**src/rtl/ivs_pkg.sv**
```systemverilog
package ivs_pkg;
  // Request bit positions, highest priority first
  typedef enum logic [3:0] {
    SRC_PROG_E2  = 4'd0,  SRC_PROG_E4  = 4'd1,  SRC_PROG_E6  = 4'd2,  SRC_PROG_E8  = 4'd3,
    SRC_EMPTY_E2 = 4'd4,  SRC_EMPTY_E4 = 4'd5,  SRC_EMPTY_E6 = 4'd6,  SRC_EMPTY_E8 = 4'd7,
    SRC_FULL_E2  = 4'd8,  SRC_FULL_E4  = 4'd9,  SRC_FULL_E6  = 4'd10, SRC_FULL_E8  = 4'd11,
    SRC_WAVE_DONE = 4'd12, SRC_WAVE_EVT = 4'd13
  } src_e;

  localparam int unsigned DEF_SRC_N     = 14;
  localparam int unsigned DEF_STUB_BASE = 32'h553;  // jump opcode location
  localparam int unsigned DEF_VEC_BASE  = 32'h80;
  localparam int unsigned DEF_VEC_STEP  = 4;
endpackage

```
**src/rtl/ivs_prio_enc.sv**
```systemverilog
module ivs_prio_enc #(
  parameter int unsigned SRC_N = 14,
  localparam int unsigned IDX_W = $clog2(SRC_N)
) (
  input  logic [SRC_N-1:0] req,
  output logic             any,
  output logic [IDX_W-1:0] idx
);
  logic [SRC_N-1:0] higher;  // some higher-priority bit is set
  logic [SRC_N-1:0] hit;

  assign higher[0] = 1'b0;
  for (genvar g = 1; g < SRC_N; g++) begin : g_chain
    assign higher[g] = higher[g-1] | req[g-1];
  end
  assign hit = req & ~higher;
  assign any = |req;

  always_comb begin
    idx = '0;
    for (int i = 0; i < SRC_N; i++)
      if (hit[i]) idx = idx | IDX_W'(i);
  end
endmodule

```
**src/rtl/ivs_src_latch.sv**
```systemverilog
module ivs_src_latch #(
  parameter int unsigned SRC_N = 14,
  localparam int unsigned IDX_W = $clog2(SRC_N)
) (
  input  logic             clk,
  input  logic             rst,
  input  logic             ack,
  input  logic             any,
  input  logic [IDX_W-1:0] win,
  output logic             lat_vld,
  output logic [IDX_W-1:0] lat_idx
);
  always_ff @(posedge clk) begin
    if (rst) begin
      lat_vld <= 1'b0;
      lat_idx <= '0;
    end else if (ack) begin
      lat_vld <= any;
      lat_idx <= any ? win : '0;
    end
  end
endmodule

```
**src/rtl/ivs_fetch_mux.sv**
```systemverilog
module ivs_fetch_mux #(
  parameter int unsigned SRC_N     = 14,
  parameter int unsigned ADDR_W    = 16,
  parameter int unsigned DATA_W    = 8,
  parameter int unsigned STUB_BASE = 32'h553,
  parameter int unsigned VEC_BASE  = 32'h80,
  parameter int unsigned VEC_STEP  = 4,
  localparam int unsigned IDX_W = $clog2(SRC_N)
) (
  input  logic              clk,
  input  logic              rst,
  input  logic              fetch,
  input  logic              en,
  input  logic [ADDR_W-1:0] addr,
  input  logic [DATA_W-1:0] rdata,
  input  logic              vld,
  input  logic [IDX_W-1:0]  idx,
  output logic [DATA_W-1:0] fdata
);
  // low target byte sits two bytes after the opcode
  localparam logic [ADDR_W-1:0] SLOT = ADDR_W'(STUB_BASE + 2);
  localparam logic [DATA_W-1:0] VB   = DATA_W'(VEC_BASE);
  localparam logic [DATA_W-1:0] VS   = DATA_W'(VEC_STEP);

  logic [DATA_W-1:0] vec;
  logic              take;

  assign vec  = VB + VS * DATA_W'(idx);
  assign take = fetch && en && vld && (addr == SLOT);

  always_ff @(posedge clk) begin
    if (rst) fdata <= '0;
    else     fdata <= take ? vec : rdata;
  end
endmodule

```
**src/rtl/irq_vector_splicer.sv**
```systemverilog
module irq_vector_splicer #(
  parameter int unsigned SRC_N     = ivs_pkg::DEF_SRC_N,
  parameter int unsigned ADDR_W    = 16,
  parameter int unsigned DATA_W    = 8,
  parameter int unsigned STUB_BASE = ivs_pkg::DEF_STUB_BASE,
  parameter int unsigned VEC_BASE  = ivs_pkg::DEF_VEC_BASE,
  parameter int unsigned VEC_STEP  = ivs_pkg::DEF_VEC_STEP,
  localparam int unsigned IDX_W = $clog2(SRC_N)
) (
  input  logic              clk,
  input  logic              rst,
  input  logic [SRC_N-1:0]  irq_req_i,
  input  logic              irq_ack_i,
  input  logic              avec_en_i,
  input  logic              code_fetch_i,
  input  logic [ADDR_W-1:0] fetch_addr_i,
  input  logic [DATA_W-1:0] mem_rdata_i,
  output logic [DATA_W-1:0] fetch_data_o,
  output logic              irq_any_o,
  output logic [IDX_W-1:0]  src_sel_o
);
  logic             any_c;
  logic [IDX_W-1:0] win_c;
  logic             lat_vld;
  logic [IDX_W-1:0] lat_idx;

  ivs_prio_enc #(.SRC_N(SRC_N)) u_prio (
    .req(irq_req_i), .any(any_c), .idx(win_c)
  );

  ivs_src_latch #(.SRC_N(SRC_N)) u_lat (
    .clk(clk), .rst(rst), .ack(irq_ack_i), .any(any_c), .win(win_c),
    .lat_vld(lat_vld), .lat_idx(lat_idx)
  );

  ivs_fetch_mux #(
    .SRC_N(SRC_N), .ADDR_W(ADDR_W), .DATA_W(DATA_W),
    .STUB_BASE(STUB_BASE), .VEC_BASE(VEC_BASE), .VEC_STEP(VEC_STEP)
  ) u_mux (
    .clk(clk), .rst(rst), .fetch(code_fetch_i), .en(avec_en_i),
    .addr(fetch_addr_i), .rdata(mem_rdata_i), .vld(lat_vld), .idx(lat_idx),
    .fdata(fetch_data_o)
  );

  always_ff @(posedge clk) begin
    if (rst) irq_any_o <= 1'b0;
    else     irq_any_o <= any_c;
  end

  assign src_sel_o = lat_idx;
endmodule

```
**config.mk**
```make
export PLATFORM = sky130hd
export DESIGN_NAME = irq_vector_splicer
export DESIGN_NICKNAME = d
export VERILOG_FILES = /design/src/rtl/ivs_pkg.sv /design/src/rtl/ivs_prio_enc.sv /design/src/rtl/ivs_src_latch.sv /design/src/rtl/ivs_fetch_mux.sv /design/src/rtl/irq_vector_splicer.sv
export SDC_FILE = /design/constraint.sdc
export NUM_CORES = 1
export LEC_CHECK = 0
export ABC_AREA = 1
export BUFFER_PORTS_ARGS = -buffer_cell sky130_fd_sc_hd__buf_4
export CAP_MARGIN = 30
export CORE_ASPECT_RATIO = 0.9
export CORE_MARGIN = 8
export CORE_UTILIZATION = 30
export CTS_BUF_LIST = sky130_fd_sc_hd__clkbuf_8
export CTS_CLUSTER_DIAMETER = 60
export DETAILED_ROUTE_END_ITERATION = 16
export SLEW_MARGIN = 20
export SYNTH_ARGS = -nofsm -noshare
export SYNTH_HDL_FRONTEND = slang
export SYNTH_SLANG_ARGS = --single-unit
```
**constraint.sdc**
```tcl
create_clock -name clk -period 1.5 [get_ports clk]
set_clock_uncertainty 0.15 [all_clocks]
set_input_delay 0.15 -clock clk [delete_from_list [all_inputs] [get_ports clk]]
set_output_delay 0.15 -clock clk [all_outputs]
set_load 0.02 [all_outputs]
```
==> report_table.html, run 1 <==
<table>
<tr><th>Metric</th><th>Value</th></tr>
<tr><th colspan="2">Run status</th></tr>
<tr><td>Outcome</td><td>finished clean</td></tr>
<tr><th colspan="2">Drt</th></tr>
<tr><td>DRC marker count from the first detailed-route iteration</td><td>14</td></tr>
<tr><td>WL per Instance</td><td>11.6 um</td></tr>
<tr><td>Residual DRC count</td><td>0</td></tr>
<tr><td>Final antenna-violating net count</td><td>0</td></tr>
<tr><td>Total Wirelength</td><td>~2300 um</td></tr>
<tr><td>Number of detailed-route iterations in the first pass</td><td>3</td></tr>
<tr><td>Total number of vias</td><td>around 890</td></tr>
<tr><td>Via density</td><td>roughly 4.5</td></tr>
<tr><th colspan="2">Power</th></tr>
<tr><td>Total power density per cell area</td><td>699 nW/um2</td></tr>
<tr><td>Leakage power figure</td><td>~0.64 nW</td></tr>
<tr><td>Peak VDD IR</td><td>0.595 mV</td></tr>
<tr><td>Tot Pwr</td><td>roughly 900 uW</td></tr>
<tr><th colspan="2">Global routing</th></tr>
<tr><td>Global Route met2 Usage</td><td>0.170</td></tr>
<tr><td>First-pass GRT wire length</td><td>3650 um</td></tr>
<tr><td>Gr usage total</td><td>0.107</td></tr>
<tr><td>Global-route met3 utilization</td><td>0.0484</td></tr>
<tr><td>Overflow left after global routing</td><td>0</td></tr>
<tr><td>Met1 routing resource usage after global routing</td><td>0.120</td></tr>
<tr><td>Via count of the first global-routing pass</td><td>~850</td></tr>
<tr><td>Initial antenna violation count</td><td>0</td></tr>
<tr><td>Maximum number of pins on one net before global-route repair</td><td>9</td></tr>
<tr><td>Busiest layer in global routing</td><td>met2</td></tr>
<tr><th colspan="2">CTS</th></tr>
<tr><td>Clock Latency Late Sink</td><td>230 ps</td></tr>
<tr><td># resized after CTS</td><td>0</td></tr>
<tr><td>Buffer depth of the longest clock path</td><td>2</td></tr>
<tr><td>Post-CTS setup-driven buffer insertion count</td><td>0</td></tr>
<tr><td>Number of H-tree branching levels</td><td>1</td></tr>
<tr><td>Clock sink total</td><td>14</td></tr>
<tr><td>Buffer cell driving the clock tree root</td><td>sky130_fd_sc_hd__clkbuf_8</td></tr>
<tr><td>CTS Buf Count</td><td>3</td></tr>
<tr><td>CTS tree</td><td>built</td></tr>
<tr><td>Clock input transition at the sequential cells of the worst setup and hold paths</td><td>50 ps</td></tr>
<tr><th colspan="2">Worst hold path</th></tr>
<tr><td>Class of the most critical hold timing path</td><td>in -&gt; reg</td></tr>
<tr><th colspan="2">Place</th></tr>
<tr><td>Global placement routability congestion</td><td>0.774</td></tr>
<tr><td>Quantity of I/O buffers inserted on ports</td><td>55</td></tr>
<tr><td>Half-perimeter wire length of the detailed placement result</td><td>1930 um</td></tr>
<tr><td>Cell area after placement</td><td>roughly 1200 um2</td></tr>
<tr><th colspan="2">Finish</th></tr>
<tr><td># diodes</td><td>0</td></tr>
<tr><td>Layout area overhead</td><td>80.1%</td></tr>
<tr><td>Net count reported at finish</td><td>218</td></tr>
<tr><td>Share of layout cells above drive strength 1</td><td>0.387</td></tr>
<tr><td>Fin area</td><td>1290 um2</td></tr>
<tr><th colspan="2">Yosys</th></tr>
<tr><td>Area share of the largest cell type after synthesis</td><td>0.391</td></tr>
<tr><td>Cell Area, Synth</td><td>717 um2</td></tr>
<tr><td>Most used standard cell by instance count after synthesis</td><td>sky130_fd_sc_hd__nor2_1</td></tr>
<tr><td>Library cell with the largest summed area after synthesis</td><td>sky130_fd_sc_hd__dfxtp_1</td></tr>
<tr><td>Primary flip-flop cell chosen by synthesis mapping</td><td>sky130_fd_sc_hd__dfxtp_1</td></tr>
<tr><td>Sequential fraction of the synthesis area</td><td>0.391</td></tr>
<tr><td>Number of flops mapped to enable cells by yosys</td><td>0</td></tr>
<tr><td>Mean Syn Cell Area</td><td>between 6 and 7 um2</td></tr>
<tr><td>Number of nets produced by synthesis</td><td>150</td></tr>
<tr><td>Unique cell type count in the Yosys netlist</td><td>18</td></tr>
<tr><td>Top cell types by occurrence after synthesis</td><td>sky130_fd_sc_hd__nor2_1, sky130_fd_sc_hd__nand2_1, sky130_fd_sc_hd__dfxtp_1</td></tr>
<tr><td>Async S/R FF share, synth</td><td>0</td></tr>
<tr><td>Syn Inst Count</td><td>107</td></tr>
<tr><td>Synth warnings</td><td>0</td></tr>
<tr><td>Synth area leaders</td><td>sky130_fd_sc_hd__dfxtp_1, sky130_fd_sc_hd__nor2_1, sky130_fd_sc_hd__nand2_1</td></tr>
<tr><td>Seq cells post-synth</td><td>14</td></tr>
<tr><th colspan="2">Die</th></tr>
<tr><td>Top-level I/O count</td><td>56</td></tr>
<tr><td>Vertical die dimension</td><td>62.4 um</td></tr>
<tr><td>Die boundary width</td><td>67.5 um</td></tr>
<tr><td>Std-Cell Rows</td><td>16</td></tr>
<tr><td>Die area</td><td>approximately 4200 um2</td></tr>
<tr><td>Initial standard-cell utilization of the core</td><td>0.323</td></tr>
<tr><td>Core Box Area</td><td>2220 um2</td></tr>
<tr><th colspan="2">STA</th></tr>
<tr><td>Hold Violations, Final</td><td>0</td></tr>
<tr><td>Number of failing setup endpoints in the final timing report</td><td>0</td></tr>
<tr><td>Setup repair after global routing missed its margin</td><td>false</td></tr>
<tr><td>Post-route clock period utilization</td><td>0.814</td></tr>
<tr><td>Relative slew slack</td><td>0.832</td></tr>
<tr><td>Count of pins over their slew limit</td><td>0</td></tr>
<tr><td>Maximum clock rate</td><td>just over 0.8 GHz</td></tr>
<tr><td>Setup Total Neg Slack</td><td>0 ps</td></tr>
<tr><td>Worst-Margin Slew</td><td>251 ps</td></tr>
<tr><td>Hold WS</td><td>45.6 ps</td></tr>
<tr><td>Final critical delay including setup and external delays</td><td>between 1000 and 1500 ps</td></tr>
<tr><th colspan="2">Critical path</th></tr>
<tr><td>Sort of element at the end of the critical path</td><td>register</td></tr>
<tr><td>Startpoint kind of the worst setup timing path</td><td>register</td></tr>
<tr><td>Max FO, Critical Path</td><td>6</td></tr>
<tr><td>Startpoint-to-endpoint class of the critical path</td><td>reg -&gt; reg</td></tr>
<tr><td>Worst EP required</td><td>between 1500 and 2000 ps</td></tr>
<tr><td>Crit path DAT</td><td>1250 ps</td></tr>
<tr><th colspan="2">Run</th></tr>
<tr><td>Number of max-capacitance violations reported</td><td>0</td></tr>
</table>
-- layer usage --
metal | share of wire | vias up | routed length (um)
li1 | - | 478 | -
met1 | 0.42 | 378 | 970
met2 | 0.46 | 33 | 1080
met3 | 0.11 | 2 | 263
met4 | 0.0056 | 0 | 13
met5 | 0 | - | 0
-- where the power goes --
| group | internal [mW] | switching [mW] |
|---|---|---|
| clock network | 0.177 | 0.113 |
| logic | 0.127 | 0.0903 |
| registers | 0.390 | 0.00606 |
-- logic make-up after synthesis --
| group | after synthesis | share of synthesized area |
|---|---|---|
| simple gates | 64 | 0.401 |
| flops | 14 | 0.391 |
| buf+inv | 13 | 0.0681 |
| compound gates | 16 | 0.140 |
-- path summary, 6_finish.rpt --
kind / end / slack [ps] / from / cells past startpoint
worst max-delay path: u_mux.fdata[3] / 280 / u_lat.lat_vld / 6
worst min-delay path: u_lat.lat_idx[1] / 50 / irq_ack_i / 3
worst max register to register: u_mux.fdata[3] / 280 / u_lat.lat_vld / 6
worst min register to register: u_lat.lat_idx[0] / 340 / u_lat.lat_idx[0] / 2
-- critical path: stages (launching register included) --
cell and delay, ps:
sky130_fd_sc_hd__dfxtp_1 330, sky130_fd_sc_hd__nand3_1 70, sky130_fd_sc_hd__nor2_1 100, sky130_fd_sc_hd__nand3_1 180, sky130_fd_sc_hd__inv_1 180, sky130_fd_sc_hd__nor2_1 50, sky130_fd_sc_hd__nor2_1 90
-- flip-flops by register name, indices dropped and copies added, names as in the netlist --
| register | cells |
|---|---|
| irq_any_o | 1 |
| u_lat.lat_vld | 1 |
| u_mux.fdata | 8 |
| u_lat.lat_idx | 4 |
-- cell type report --
class	count	area (um2)
Multi-Input combinational cell	80	388
Tap cell	27	33.8
Sequential cell	14	280
Fill cell	205	931
Timing Repair Buffer	64	503
Clock buffer	3	41.3
Inverter	12	45.0
-- through the flow --
stage / cells / utilization / setup WS [ps]
finish: 200 / 0.581 / 279
CTS: 200 / 0.581 / 245
detailed placement: 188 / 0.522 / 137
floorplan: 107 / - / 367
global route: 200 / 0.581 / 155
global placement: 188 / 0.522 / 196
-- cells in the final DEF, fill, tap and decap left out, drive strengths merged --
cell / count
a21oi: 8
o21bai: 2
nand4: 2
nor4: 1
nand3b: 3
nor2: 29
inv: 12
nor3: 2
nand2: 20
buf: 55
o21ai: 6
clkbuf: 3
nand3: 7
dfxtp: 14
dlygate4sd3: 9
-- what timing repair did --
action | in CTS | in global routing
endpoints found under the hold margin | 12 | 0
setup endpoints to repair | 0 | 0
hold buffers | 9 | 0
Power figures use the tool's default switching activity.
==> run 2, diff against run 1 <==
--- a/config.mk
+++ b/config.mk
@@ -14,6 +14,7 @@
 export CTS_BUF_LIST = sky130_fd_sc_hd__clkbuf_8
 export CTS_CLUSTER_DIAMETER = 60
 export DETAILED_ROUTE_END_ITERATION = 16
+export PLACE_DENSITY = 0.66
 export SLEW_MARGIN = 20
 export SYNTH_ARGS = -nofsm -noshare
 export SYNTH_HDL_FRONTEND = slang
==> constraint.sdc (replaced) <==
create_clock -name clk -period 1.1 [get_ports clk]
set_clock_uncertainty 0.15 [all_clocks]
set_input_delay 0.11 -clock clk [delete_from_list [all_inputs] [get_ports clk]]
set_output_delay 0.11 -clock clk [all_outputs]
set_load 0.02 [all_outputs]
==> report_table.html, run 2 (synthesis results as in run 1) <==
<table>
<tr><th>Metric</th><th>Value</th></tr>
<tr><th colspan="2">Finish</th></tr>
<tr><td>Most frequent standard cell in the layout excluding fill and tap cells</td><td>sky130_fd_sc_hd__buf_4</td></tr>
<tr><td>Top reg by flops</td><td>u_mux.fdata</td></tr>
<tr><td>Net count reported at finish</td><td>231 (+6.0%)</td></tr>
<tr><td>Util after Layout</td><td>0.659 (+0.0783)</td></tr>
<tr><td>Layout area overhead</td><td>104%</td></tr>
<tr><td>Registers with the highest flip-flop counts</td><td>u_mux.fdata: 8 flops, u_lat.lat_idx: 4 flops</td></tr>
<tr><td>Final Instance Count excl. Fillers</td><td>214 (+7.0%)</td></tr>
<tr><td>Number of flip-flops in the largest register</td><td>8 (unchanged)</td></tr>
<tr><td>Share of layout cells above drive strength 1</td><td>0.492 (+0.105)</td></tr>
<tr><td>Commonest cells after routing, fill and taps aside</td><td>sky130_fd_sc_hd__buf_4, sky130_fd_sc_hd__nor2_1, sky130_fd_sc_hd__nand2_1</td></tr>
<tr><td># diodes</td><td>0 (unchanged)</td></tr>
<tr><th colspan="2">Die</th></tr>
<tr><td>Initial standard-cell utilization of the core</td><td>0.323 (unchanged)</td></tr>
<tr><td>Die boundary width</td><td>67.5 um (unchanged)</td></tr>
<tr><td>Core Box Area</td><td>2220 um2 (unchanged)</td></tr>
<tr><td>Top-level I/O count</td><td>56 (unchanged)</td></tr>
<tr><td>Die area</td><td>4210 um2 (unchanged)</td></tr>
<tr><td>Std-Cell Rows</td><td>16 (unchanged)</td></tr>
<tr><td>Vertical die dimension</td><td>62.4 um (unchanged)</td></tr>
<tr><th colspan="2">Worst hold path</th></tr>
<tr><td>Hold-critical path depth</td><td>2 (-1)</td></tr>
<tr><td>Startpoint of the lowest-slack hold path</td><td>rst</td></tr>
<tr><td>Class of the most critical hold timing path</td><td>in -&gt; reg</td></tr>
<tr><td>Worst hold endpoint</td><td>u_lat.lat_idx[3]</td></tr>
<tr><th colspan="2">Critical path</th></tr>
<tr><td>Sort of element at the end of the critical path</td><td>register</td></tr>
<tr><td>Max FO, Critical Path</td><td>6 (unchanged)</td></tr>
<tr><td>Startpoint-to-endpoint class of the critical path</td><td>reg -&gt; reg</td></tr>
<tr><td>CP cell instances</td><td>nand3_2 &gt; nor2_4 &gt; nand3_4 &gt; o21ai_1 &gt; nor2_1</td></tr>
<tr><td>Largest delay share family, worst path</td><td>simple AND/OR/NAND/NOR gates</td></tr>
<tr><td>Startpoint kind of the worst setup timing path</td><td>register</td></tr>
<tr><td>Worst R2R End</td><td>u_mux.fdata[3]</td></tr>
<tr><td>Crit path buf inv count</td><td>0 (-1)</td></tr>
<tr><td>Crit path DAT</td><td>1130 ps (-120 ps)</td></tr>
<tr><td>Worst EP required</td><td>1090 ps (-430 ps)</td></tr>
<tr><td>Worst R2R Path Depth</td><td>5 (-1)</td></tr>
<tr><td>Library cell contributing the largest single delay on the critical path</td><td>sky130_fd_sc_hd__dfxtp_2</td></tr>
<tr><td>Biggest cell delay along the critical path</td><td>330 ps (about the same)</td></tr>
<tr><td>Launch point of the worst reg-to-reg path</td><td>u_lat.lat_vld</td></tr>
<tr><td>R2R setup slack</td><td>-40 ps (-320 ps)</td></tr>
<tr><th colspan="2">STA</th></tr>
<tr><td>Setup Total Neg Slack</td><td>-125 ps (-125 ps)</td></tr>
<tr><td>Worst setup slack after layout</td><td>-36.5 ps (-316 ps)</td></tr>
<tr><td>Final critical delay including setup and external delays</td><td>1140 ps (-84.1 ps)</td></tr>
<tr><td>Number of failing setup endpoints in the final timing report</td><td>8 (+8)</td></tr>
<tr><td>Worst-Margin Slew</td><td>477 ps (+226 ps)</td></tr>
<tr><td>Hold Violations, Final</td><td>7 (+7)</td></tr>
<tr><td>Hold WS</td><td>-54.2 ps (-99.8 ps)</td></tr>
<tr><td>Setup repair after global routing missed its margin</td><td>true</td></tr>
<tr><td>Relative slew slack</td><td>0.679 (-0.153)</td></tr>
<tr><td>Maximum clock rate</td><td>0.880 GHz (+7.4%)</td></tr>
<tr><td>Post-route clock period utilization</td><td>1.03 (+0.219)</td></tr>
<tr><td>Count of pins over their slew limit</td><td>0 (unchanged)</td></tr>
<tr><th colspan="2">Drt</th></tr>
<tr><td>Total Wirelength</td><td>2570 um (+11%)</td></tr>
<tr><td>Via density</td><td>4.49 (+0.80%)</td></tr>
<tr><td>Number of detailed-route iterations in the first pass</td><td>4 (+1)</td></tr>
<tr><td>Total number of vias</td><td>961 (+7.9%)</td></tr>
<tr><td>WL per Instance</td><td>12.0 um (+3.4%)</td></tr>
<tr><td>DRC marker count from the first detailed-route iteration</td><td>27 (+13)</td></tr>
<tr><td>Final antenna-violating net count</td><td>0 (unchanged)</td></tr>
<tr><td>Residual DRC count</td><td>0 (unchanged)</td></tr>
<tr><th colspan="2">CTS</th></tr>
<tr><td>CTS tree</td><td>built</td></tr>
<tr><td>Clock sink total</td><td>14 (unchanged)</td></tr>
<tr><td>Cts-stage hold buffer count</td><td>12 (+3)</td></tr>
<tr><td>CTS Buf Count</td><td>3 (unchanged)</td></tr>
<tr><td>Number of H-tree branching levels</td><td>1 (unchanged)</td></tr>
<tr><td>Clock Latency Late Sink</td><td>250 ps (+20 ps)</td></tr>
<tr><td>Clock input transition at the sequential cells of the worst setup and hold paths</td><td>60 ps (about the same)</td></tr>
<tr><td>Buffer cell driving the clock tree root</td><td>sky130_fd_sc_hd__clkbuf_8</td></tr>
<tr><td>Buffer depth of the longest clock path</td><td>2 (unchanged)</td></tr>
<tr><th colspan="2">Place</th></tr>
<tr><td>Global placement routability congestion</td><td>0.746 (-3.6%)</td></tr>
<tr><td>Setup Slack @ Placement</td><td>-195 ps (-332 ps)</td></tr>
<tr><td>Quantity of I/O buffers inserted on ports</td><td>55 (unchanged)</td></tr>
<tr><td>Placed Cells</td><td>198 (+5.3%)</td></tr>
<tr><td>Half-perimeter wire length of the detailed placement result</td><td>2030 um (+5.2%)</td></tr>
<tr><th colspan="2">Power</th></tr>
<tr><td>Total power density per cell area</td><td>943 nW/um2 (+35%)</td></tr>
<tr><td>Clk pwr share</td><td>0.360 (+0.040)</td></tr>
<tr><td>Sw power</td><td>330 uW (+58%)</td></tr>
<tr><td>Fraction of power spent switching nets</td><td>0.238 (+0.00686)</td></tr>
<tr><td>Leakage power figure</td><td>0.716 nW (+12%)</td></tr>
<tr><td>Comb power frac</td><td>0.248 (+0.007)</td></tr>
<tr><td>Sequential fraction of design power</td><td>0.392 (-0.047)</td></tr>
<tr><td>Internal power consumption</td><td>1.05 mW (+52%)</td></tr>
<tr><td>Peak VDD IR</td><td>0.922 mV (+55%)</td></tr>
<tr><th colspan="2">Global routing</th></tr>
<tr><td>Via count of the first global-routing pass</td><td>983 (+15%)</td></tr>
<tr><td>Gr usage total</td><td>0.127 (+0.0205)</td></tr>
<tr><td>First-pass GRT wire length</td><td>4300 um (+18%)</td></tr>
<tr><td>Maximum number of pins on one net before global-route repair</td><td>9 (unchanged)</td></tr>
<tr><td>Initial antenna violation count</td><td>0 (unchanged)</td></tr>
<tr><td>Overflow left after global routing</td><td>0 (unchanged)</td></tr>
<tr><th colspan="2">Run status</th></tr>
<tr><td>Violated checks</td><td>hold timing, setup timing</td></tr>
<tr><td>Outcome</td><td>finished, violations left</td></tr>
<tr><th colspan="2">Run</th></tr>
<tr><td>Number of max-capacitance violations reported</td><td>0 (unchanged)</td></tr>
</table>
==> run 2: worst register-to-register path, cell delays in order (launching register included) <==
cell                      delay, ps
sky130_fd_sc_hd__dfxtp_2        330
sky130_fd_sc_hd__nand3_2         90
sky130_fd_sc_hd__nor2_4         110
sky130_fd_sc_hd__nand3_4        120
sky130_fd_sc_hd__o21ai_1        180
sky130_fd_sc_hd__nor2_1          60
==> run 2: worst max path at each step <==
stage	startpoint	to	slack (ps)	cells past startpoint
floorplan	irq_req_i[9]	u_lat.lat_vld	7	6
global placement	fetch_addr_i[13]	u_mux.fdata[4]	-180	6
detailed placement	fetch_addr_i[13]	u_mux.fdata[2]	-200	6
CTS	u_lat.lat_vld	u_mux.fdata[2]	-60	6
global route	u_lat.lat_vld	u_mux.fdata[7]	-130	6
finish	u_lat.lat_vld	u_mux.fdata[3]	-40	5
==> run 2: area by class of cell <==
cell class / instances / area [um2]
multi-input cells: 80 / 440
flip-flops and latches: 14 / 283
repair buffers: 77 / 606
fillers: 203 / 757
clock buffers: 4 / 55.1
inverters: 12 / 47.5
well taps: 27 / 33.8
==> run 2: per-layer routing <==
metal	track usage	vias up	wire [um]
li1	-	505	-
met1	0.142	414	1000
met2	0.217	39	1360
met3	0.0376	3	193
met4	0.0470	0	12
met5	0	-	0
==> run 2: power by group through the flow <==
stage	Sequential, mW	Combinational, mW	Clock [mW]
after floorplan	0.577	0.0748	0
after global placement	0.550	0.291	0
after detailed placement	0.551	0.297	0
after CTS	0.541	0.333	0.511
after global routing	0.545	0.376	0.524
final	0.542	0.343	0.497
==> run 2: stage by stage <==
stage	power, mW	hold slack [ps]	area [um2]
after global placement	0.841	175	1230
after floorplan	0.652	72.2	717
after CTS	1.39	33.4	1420
after detailed placement	0.847	181	1230
final	1.38	-54.2	1470
after global routing	1.45	-41.6	1470
==> run 2: what timing repair did <==
action	CTS	global route
resized for setup	9	12
pin swaps	9	9
setup buffers	0	1
hold endpoints to repair	14	6
setup endpoints to repair	8	14
